$ cat config.mk
export PLATFORM = sky130hd
export DESIGN_NAME = pwr_rst_seq
export DESIGN_NICKNAME = d
export VERILOG_FILES = /design/src/rtl/pwr_seq_pkg.sv /design/src/rtl/pwr_cmd_decode.sv /design/src/rtl/pwr_tick_timer.sv /design/src/rtl/pwr_rst_seq.sv
export SDC_FILE = /design/constraint.sdc
export NUM_CORES = 1
export LEC_CHECK = 0
export BUFFER_PORTS_ARGS = -buffer_cell sky130_fd_sc_hd__buf_2
export CAP_MARGIN = 20
export CORE_AREA = 2 2 48 50
export CTS_BUF_LIST = sky130_fd_sc_hd__clkbuf_2 sky130_fd_sc_hd__clkbuf_4 sky130_fd_sc_hd__clkbuf_8
export CTS_CLUSTER_DIAMETER = 150
export DETAILED_ROUTE_END_ITERATION = 6
export DIE_AREA = 0 0 50 52
export SYNTH_ARGS = -nofsm -noshare
export SYNTH_HDL_FRONTEND = slang
export SYNTH_SLANG_ARGS = --single-unit
$ cat constraint.sdc
create_clock -name clk -period 3.2 [get_ports clk]
set_input_delay 0.48 -clock clk [delete_from_list [all_inputs] [get_ports clk]]
set_output_delay 0.48 -clock clk [all_outputs]
set_load 0.03 [all_outputs]
$ cat src/rtl/pwr_seq_pkg.sv
package pwr_seq_pkg;

  localparam int CMD_W = 8;

  // bit positions inside the control byte
  localparam int B_OFF   = 0;
  localparam int B_FULL  = 1;
  localparam int B_NORM  = 2;
  localparam int B_MEM   = 3;
  localparam int B_SLEEP = 4;

  localparam logic [CMD_W-1:0] RST_FIELD_MASK = 8'h0F;

  typedef enum logic [1:0] {
    SEQ_IDLE = 2'd0,
    SEQ_HOLD = 2'd1,
    SEQ_WAIT = 2'd2
  } seq_state_e;

  // active-high reset set
  typedef struct packed {
    logic main_r;
    logic aux_r;
    logic mem_r;
  } rst_set_t;

  function automatic rst_set_t rst_set_of(input logic [CMD_W-1:0] cmd, input logic legacy);
    logic [CMD_W-1:0] f;
    rst_set_t s;
    f        = cmd & RST_FIELD_MASK;
    s.main_r = f[B_FULL];
    s.aux_r  = f[B_FULL] | f[B_NORM];
    s.mem_r  = f[B_FULL] | f[B_MEM] | (f[B_NORM] & legacy);
    return s;
  endfunction

  function automatic logic starts_seq(input logic [CMD_W-1:0] cmd);
    logic [CMD_W-1:0] f;
    f = cmd & RST_FIELD_MASK;
    return f[B_FULL] | f[B_NORM] | f[B_MEM];
  endfunction

endpackage

$ cat src/rtl/pwr_cmd_decode.sv
module pwr_cmd_decode
  import pwr_seq_pkg::*;
(
  input  logic [CMD_W-1:0] cmd,
  input  logic             legacy,
  output rst_set_t         rst_set,
  output logic             start_seq,
  output logic             clr_legacy,
  output logic             pwr_off,
  output logic             sleep_ent
);
  logic [CMD_W-1:0] field;

  always_comb begin
    field      = cmd & RST_FIELD_MASK;
    rst_set    = rst_set_of(cmd, legacy);
    start_seq  = starts_seq(cmd);
    clr_legacy = field[B_NORM];
    pwr_off    = field[B_OFF];
    sleep_ent  = cmd[B_SLEEP];
  end
endmodule

$ cat src/rtl/pwr_tick_timer.sv
module pwr_tick_timer #(
  parameter int CNT_W = 7
) (
  input  logic             clk,
  input  logic             rst_n,
  input  logic             clear,
  input  logic             tick,
  input  logic [CNT_W-1:0] limit,
  output logic             expire
);
  logic [CNT_W-1:0] cnt;
  logic [CNT_W-1:0] last;

  always_comb begin
    last   = limit - CNT_W'(1);
    expire = tick && !clear && (cnt == last);
  end

  always_ff @(posedge clk or negedge rst_n) begin
    if (!rst_n)      cnt <= '0;
    else if (clear)  cnt <= '0;
    else if (expire) cnt <= '0;
    else if (tick)   cnt <= cnt + CNT_W'(1);
  end
endmodule

$ cat src/rtl/pwr_rst_seq.sv
module pwr_rst_seq
  import pwr_seq_pkg::*;
#(
  parameter int HOLD_TICKS   = 5,
  parameter int REINIT_TICKS = 100
) (
  input  logic       clk,
  input  logic       rst_n,
  input  logic       ms_tick,
  input  logic       legacy_mode,
  input  logic       ctrl_we,
  input  logic [7:0] ctrl_wdata,
  output logic       soc_rst_n,
  output logic       aux_rst_n,
  output logic       mem_rst_n,
  output logic       legacy_clr,
  output logic       sleep_req,
  output logic       poweroff_req,
  output logic       reinit_done
);
  localparam int MAX_TICKS = (HOLD_TICKS > REINIT_TICKS) ? HOLD_TICKS : REINIT_TICKS;
  localparam int CNT_W     = $clog2(MAX_TICKS + 1);

  seq_state_e state;
  rst_set_t   rst_act;
  rst_set_t   dec_set;
  logic       dec_start, dec_clr, dec_off, dec_sleep;

  // named internal events
  logic             cmd_accept;
  logic             seq_start;
  logic             tmr_expire;
  logic             hold_expire;
  logic             wait_expire;
  logic [CNT_W-1:0] tmr_limit;
  logic             tmr_clear;

  pwr_cmd_decode u_dec (
    .cmd        (ctrl_wdata),
    .legacy     (legacy_mode),
    .rst_set    (dec_set),
    .start_seq  (dec_start),
    .clr_legacy (dec_clr),
    .pwr_off    (dec_off),
    .sleep_ent  (dec_sleep)
  );

  always_comb begin
    cmd_accept  = ctrl_we && (state == SEQ_IDLE);
    seq_start   = cmd_accept && dec_start;
    tmr_clear   = (state == SEQ_IDLE);
    tmr_limit   = (state == SEQ_HOLD) ? CNT_W'(HOLD_TICKS) : CNT_W'(REINIT_TICKS);
    hold_expire = (state == SEQ_HOLD) && tmr_expire;
    wait_expire = (state == SEQ_WAIT) && tmr_expire;
  end

  pwr_tick_timer #(.CNT_W(CNT_W)) u_tmr (
    .clk    (clk),
    .rst_n  (rst_n),
    .clear  (tmr_clear),
    .tick   (ms_tick),
    .limit  (tmr_limit),
    .expire (tmr_expire)
  );

  always_ff @(posedge clk or negedge rst_n) begin
    if (!rst_n) begin
      state        <= SEQ_IDLE;
      rst_act      <= '0;
      legacy_clr   <= 1'b0;
      sleep_req    <= 1'b0;
      poweroff_req <= 1'b0;
      reinit_done  <= 1'b0;
    end else begin
      legacy_clr   <= cmd_accept && dec_clr;
      sleep_req    <= cmd_accept && dec_sleep;
      poweroff_req <= cmd_accept && dec_off;
      reinit_done  <= wait_expire;
      unique case (state)
        SEQ_IDLE: if (seq_start) begin
          state   <= SEQ_HOLD;
          rst_act <= dec_set;
        end
        SEQ_HOLD: if (hold_expire) begin
          state   <= SEQ_WAIT;
          rst_act <= '0;
        end
        SEQ_WAIT: if (wait_expire) state <= SEQ_IDLE;
        default:  state <= SEQ_IDLE;
      endcase
    end
  end

  assign soc_rst_n = ~rst_act.main_r;
  assign aux_rst_n = ~rst_act.aux_r;
  assign mem_rst_n = ~rst_act.mem_r;
endmodule

Yosys cells after proc, flatten, opt, wreduce, memory -nomap -nowiden
Cells that the tools add are included.

Bitwise operators: 8. Mux-type cells: 11. Reductions and logical operators: 15. Add/sub/neg operators: 2. Equal/unequal tests: 6.

Operators with widths (number): 7-bit 2-to-1 mux (4); 1-bit logical AND (9); 7-bit by 1-bit adder with 7-bit output, second input constant (1); 7-bit equality test (1); 7-bit by 1-bit subtractor with 7-bit output, second input constant (1); 2-bit 2-to-1 mux (3); 3-bit 2-to-1 mux (2); 2-bit inequality test, second input constant (3); 2-bit case mux with 3 select lines (1); 3-bit case mux with 2 select lines (1); 3-bit AND reduction (2); 1-bit OR (4); 1-bit inverter (3); 3-bit nonzero test (1); 2-bit by 1-bit equality test with 1-bit output, second input constant (1); 2-bit equality test, second input constant (1); 2-bit logical NOT (1); 2-bit nonzero test (1); 1-bit bitwise AND (1); 1-bit logical NOT (1).

Input bits: 13. Output and inout bits: 7. Bits in registers: 16.

Depth between registers and ports, before layout
Depth after elaboration: 8. Mapped depth: 5. Gate-level depth less buffers: 5.

Cells and area by module
A second synthesis with hierarchy kept.

Cell total of the unflattened synthesis: 107. Area, all modules: 1066.0 um^2.

By module, submodules not included: pwr_tick_timer (instances 1, area an instance 653.1 um^2, sequential area each 175.2 um^2, cells an instance 71); pwr_rst_seq (instances 1, area an instance 360.3 um^2, sequential area each 225.2 um^2, cells an instance 29); pwr_cmd_decode (instances 1, area an instance 52.6 um^2, sequential area each 0.0 um^2, cells an instance 7).

Worst setup path after synthesis
OpenSTA, ideal clock, no wires.

Path kind: in2reg. Start: input port ms_tick. End: register rst_act[2] in the netlist's numbering. Path slack: 1.672 ns. Cell stages on the path: 4. Arrival time: 1.406 ns. Data required time: 3.078 ns. Path through: clkbuf_1 -> and2_1 -> nand4_1 -> a32o_1.

Longest elaborated chain between the ends: 5.

RTL lines: start, declared (RTL line pwr_rst_seq.sv:9) `input logic ms_tick,`; 1-bit logical AND (2 in a row) (RTL line pwr_tick_timer.sv:16) `expire = tick && !clear && (cnt == last);`; 1-bit logical AND (RTL line pwr_rst_seq.sv:53) `hold_expire = (state == SEQ_HOLD) && tmr_expire;`; 2-bit inequality test (no source line); 3-bit AND reduction (no source line); end signal, assigned (RTL line pwr_rst_seq.sv:82) `rst_act <= dec_set;`; end, declared (RTL line pwr_rst_seq.sv:25) `rst_set_t rst_act;`.

No other way between the ends. A chain may end at the register's enable or synchronous reset.

Worst setup path after layout
Start: register u_tmr.cnt[0]. End: register u_tmr.cnt[5].

Longest elaborated chain between the ends: 4. Elaborated cells between the ends (all ways): 7.

RTL lines: start, declared (RTL line pwr_tick_timer.sv:11) `logic [CNT_W-1:0] cnt;`; start signal, assigned (RTL line pwr_tick_timer.sv:23) `else if (tick) cnt <= cnt + CNT_W'(1);`; 7-bit by 1-bit adder with 7-bit output or 7-bit equality test (tied branches) (RTL line pwr_tick_timer.sv:23, pwr_tick_timer.sv:16); 7-bit 2-to-1 mux or 1-bit logical AND (tied branches) (RTL line pwr_tick_timer.sv:23, pwr_tick_timer.sv:16); 7-bit 2-to-1 mux (RTL line pwr_tick_timer.sv:22) `else if (expire) cnt <= '0;`; 7-bit 2-to-1 mux (RTL line pwr_tick_timer.sv:21) `else if (clear) cnt <= '0;`.

Parallel ways exist; a longest one is shown, timed or not. The select of a mux whose other input is x is not followed.

==> reports/summary.log <==
[outcome] run status finished, final reports clean
[logic_synthesis] unique cell type count in the Yosys netlist 30
[setup_path] Setup crit end kind register
[power_and_ir_drop] Peak VDD IR 0.3134 mV
[finish] number of inserted filler cells in the final layout 207
[logic_synthesis] portion of the post-synthesis area used by sequential elements 51.04%
[routing] overall routed net length 1581 um
[floorplanning] placement row count 17
[logic_synthesis] number of synthesized register bits 16
[global_routing] total track usage 14.59%
[sta] post-layout min period 1.704 ns
[logic_synthesis] share of Yosys cell area claimed by the top area cell type 51.04%
[logic_synthesis] count of yosys warnings during synthesis 0
[floorplanning] core outline area 2106 sq um
[setup_path] type of the worst setup path register to register
[routing] routed wirelength normalized by instance count 12.35 um
[global_routing] first-pass GRT wire length 2787 um
[clocking] TritonCTS clock tree done
[worst_hold_path] path category of the worst min-delay check primary input to async pin
[finish] register area 400.4 sq um
[sta] Worst Tran Pin Value 0.5925 ns
[logic_synthesis] mean post-synth cell area 9.567 sq um
[global_routing] number of global-route vias before repair 633
[global_routing] antenna violations before repair 0
[logic_synthesis] most frequent cell after synthesis sky130_fd_sc_hd__dfrtp_1
[logic_synthesis] Post-synth EDFFs 0
[logic_synthesis] post-synthesis instance area 784.5 sq um
[logic_synthesis] fraction of registers with async set or reset after synthesis 100.0%
[finish] layout cell share with drive strength beyond 1 25.00%
[routing] total vias in the final route 667
[sta] number of failing setup endpoints in the final timing report 0
[sta] maximum operating frequency 586.7 MHz
[clocking] Max clock buf depth 2
[clocking] post-CTS setup buffers 0
[clocking] clock root buffer master sky130_fd_sc_hd__clkbuf_4
[placement] Placement Setup Slack 1.538 ns
[placement] Routability Congestion 0.7923
[clocking] number of clock sinks seen by CTS 16
[sta] max-slew violation count 0
[clocking] Inserted Clock Buffers 3
[finish] combined area of the multi-input logic cells 365.4 sq um
[power_and_ir_drop] Pwr per Cell Area 735.9 nW/um^2
[finish] # nets final 115
[placement] detailed-placement wirelength estimate 1126 um
[clocking] count of hold buffers inserted by post-cts repair 0
[floorplanning] vertical extent of the die 52 um
[setup_path] Arrival @ worst endpoint 1.85 ns
[floorplanning] effective utilization at floorplan 37.25%
[global_routing] maximum number of pins on one net before global-route repair 17
[logic_synthesis] most instantiated cells after synthesis sky130_fd_sc_hd__dfrtp_1, sky130_fd_sc_hd__nand2_1, sky130_fd_sc_hd__nand3_1
[routing] post-route antenna net violation count 0
[placement] count of input and output buffers 16
[sta] final critical-path share of the clock period 53.26%
[setup_path] critical path data required time 3.35 ns
[routing] drt first-iter violations 16
[floorplanning] horizontal die dimension 50 um
[logic_synthesis] Syn Nets 96
[setup_path] launching element type of the critical path register
[clocking] number of gates given a new drive strength after cts 0
[floorplanning] area enclosed by the die boundary 2600 sq um
[routing] Avg Vias per Cell 5.211
[global_routing] total grt overflow 0
[clocking] H-tree lvl count 1
[clocking] clock input transition at the sequential cells of the worst setup and hold paths 0.10 ns
[setup_path] largest fanout on the critical path 6
[flow_run] max-cap check violation count 0
[logic_synthesis] gate count after technology mapping 82
[logic_synthesis] synth top area cells sky130_fd_sc_hd__dfrtp_1, sky130_fd_sc_hd__nand3_1, sky130_fd_sc_hd__nand2_1
[sta] total negative slack 0 ns
[sta] Clock Skew 0.006457 ns
[sta] relative slew slack 60.35%
[clocking] clock insertion delay at the later pin of the skew report 0.29 ns
[sta] Final WS setup 1.496 ns
[finish] ANT cells 0
[routing] first-pass iteration count of the detailed router 6
[sta] setup repair after global routing missed its margin no
[routing] DRC violations left 0
[sta] Hold Violations, Final 0
[power_and_ir_drop] leakage power 0.4519 nW
[finish] final core occ 44.09%
[logic_synthesis] predominant post-synthesis flop cell sky130_fd_sc_hd__dfrtp_1
[floorplanning] I/O Pins 20
[finish] layout-stage area growth over the synthesis result 18.34%
[logic_synthesis] cell type with the largest total area after synthesis sky130_fd_sc_hd__dfrtp_1
==> power breakdown <==
group	internal, W	leakage [nW]	switching [W]
logic	0.0000892	0.223	0.000163
registers	0.000251	0.208	0.0000420
clock network	0.0000693	0.0210	0.0000690
total	0.000409	0.452	0.000274
==> logic make-up (layout without fill, tap and decap cells) <==
| kind of cell | count (synthesis) | after routing | synth area share [%] |
|---|---|---|---|
| buffers and inverters | 5 | 23 | 2.393 |
| AOI/OAI and AO/OA | 16 | 16 | 14.36 |
| xor gates and xnor gates | 2 | 2 | 2.233 |
| muxes | 1 | 1 | 1.276 |
| DFF | 16 | 16 | 51.04 |
| adders and majority gates | 1 | 1 | 1.595 |
| and+or+nand+nor | 41 | 41 | 27.11 |
==> stage by stage <==
stage               instance area, sq um  hold WS [ns]  power (W)  cells
floorplan                          784.5        0.1844  0.0004788     82
detailed placement                 892.1        0.4148  0.0005500    124
finish                             928.4       0.07831  0.0006832    128
CTS                                928.4       0.08981  0.0006908    128
global placement                   892.1        0.4120  0.0005442    124
global route                       928.4        0.1138  0.0007363    128
==> path summary, 6_finish.rpt <==
check                                          from                        to  slack [ns]  cells after the start
setup reg to reg           u_tmr.cnt[0]$_DFFE_PN0P_  u_tmr.cnt[5]$_DFFE_PN0P_        1.50                      4
hold reg to reg              rst_act[1]$_DFFE_PN0P_    rst_act[1]$_DFFE_PN0P_        0.50                      2
setup / recovery           u_tmr.cnt[0]$_DFFE_PN0P_  u_tmr.cnt[5]$_DFFE_PN0P_        1.50                      4
max in group asynchronous                     rst_n    rst_act[1]$_DFFE_PN0P_        2.86                      1
min in group clk                      ctrl_wdata[4]       sleep_req$_DFF_PN0_        0.43                      2
hold / removal                                rst_n  u_tmr.cnt[5]$_DFFE_PN0P_        0.08                      1
==> per-layer routing <==
layer	part of all wire (%)	track usage (%)	routed length, um
met1	46	18.58	722
met2	50	23.46	796
met3	2.3	2.586	36
met5	0	0	0
met4	1.6	7.870	26
==> layout make-up <==
cell class              instances  share of cell area [%]
inverters                       3                   1.213
repair buffers                 16                   8.625
flip-flops and latches         16                   43.13
multi-input cells              61                   39.35
clock buffers                   4                   3.908
well taps                      28                   3.774
==> cell usage in the layout (no fill, tap or decap), types with 2 or more instances in the layout <==
master                     instances
sky130_fd_sc_hd__nor2_1            5
sky130_fd_sc_hd__or2_2             2
sky130_fd_sc_hd__nand3_1           9
sky130_fd_sc_hd__buf_2            16
sky130_fd_sc_hd__nand3b_1          2
sky130_fd_sc_hd__and3_1            3
sky130_fd_sc_hd__inv_1             3
sky130_fd_sc_hd__o22ai_1           3
sky130_fd_sc_hd__nor3_1            2
sky130_fd_sc_hd__nand2_1          11
sky130_fd_sc_hd__o21ai_0           4
sky130_fd_sc_hd__clkbuf_4          3
sky130_fd_sc_hd__xor2_1            2
sky130_fd_sc_hd__dfrtp_1          16
sky130_fd_sc_hd__and2_1            2
==> critical path: stages (launching register included) <==
cell and delay (ns):
sky130_fd_sc_hd__dfrtp_1 0.46, sky130_fd_sc_hd__nor4_1 0.50, sky130_fd_sc_hd__nand3_1 0.22, sky130_fd_sc_hd__a21boi_2 0.26
sky130_fd_sc_hd__o22ai_1 0.13
==> registers in the layout (all words and copies together), names as in the netlist <==
| register | flops |
|---|---|
| rst_act | 3 |
| reinit_done | 1 |
| legacy_clr | 1 |
| sleep_req | 1 |
| poweroff_req | 1 |
| state | 2 |
| u_tmr.cnt | 7 |
No activity file was read; power rests on OpenSTA's default activity.
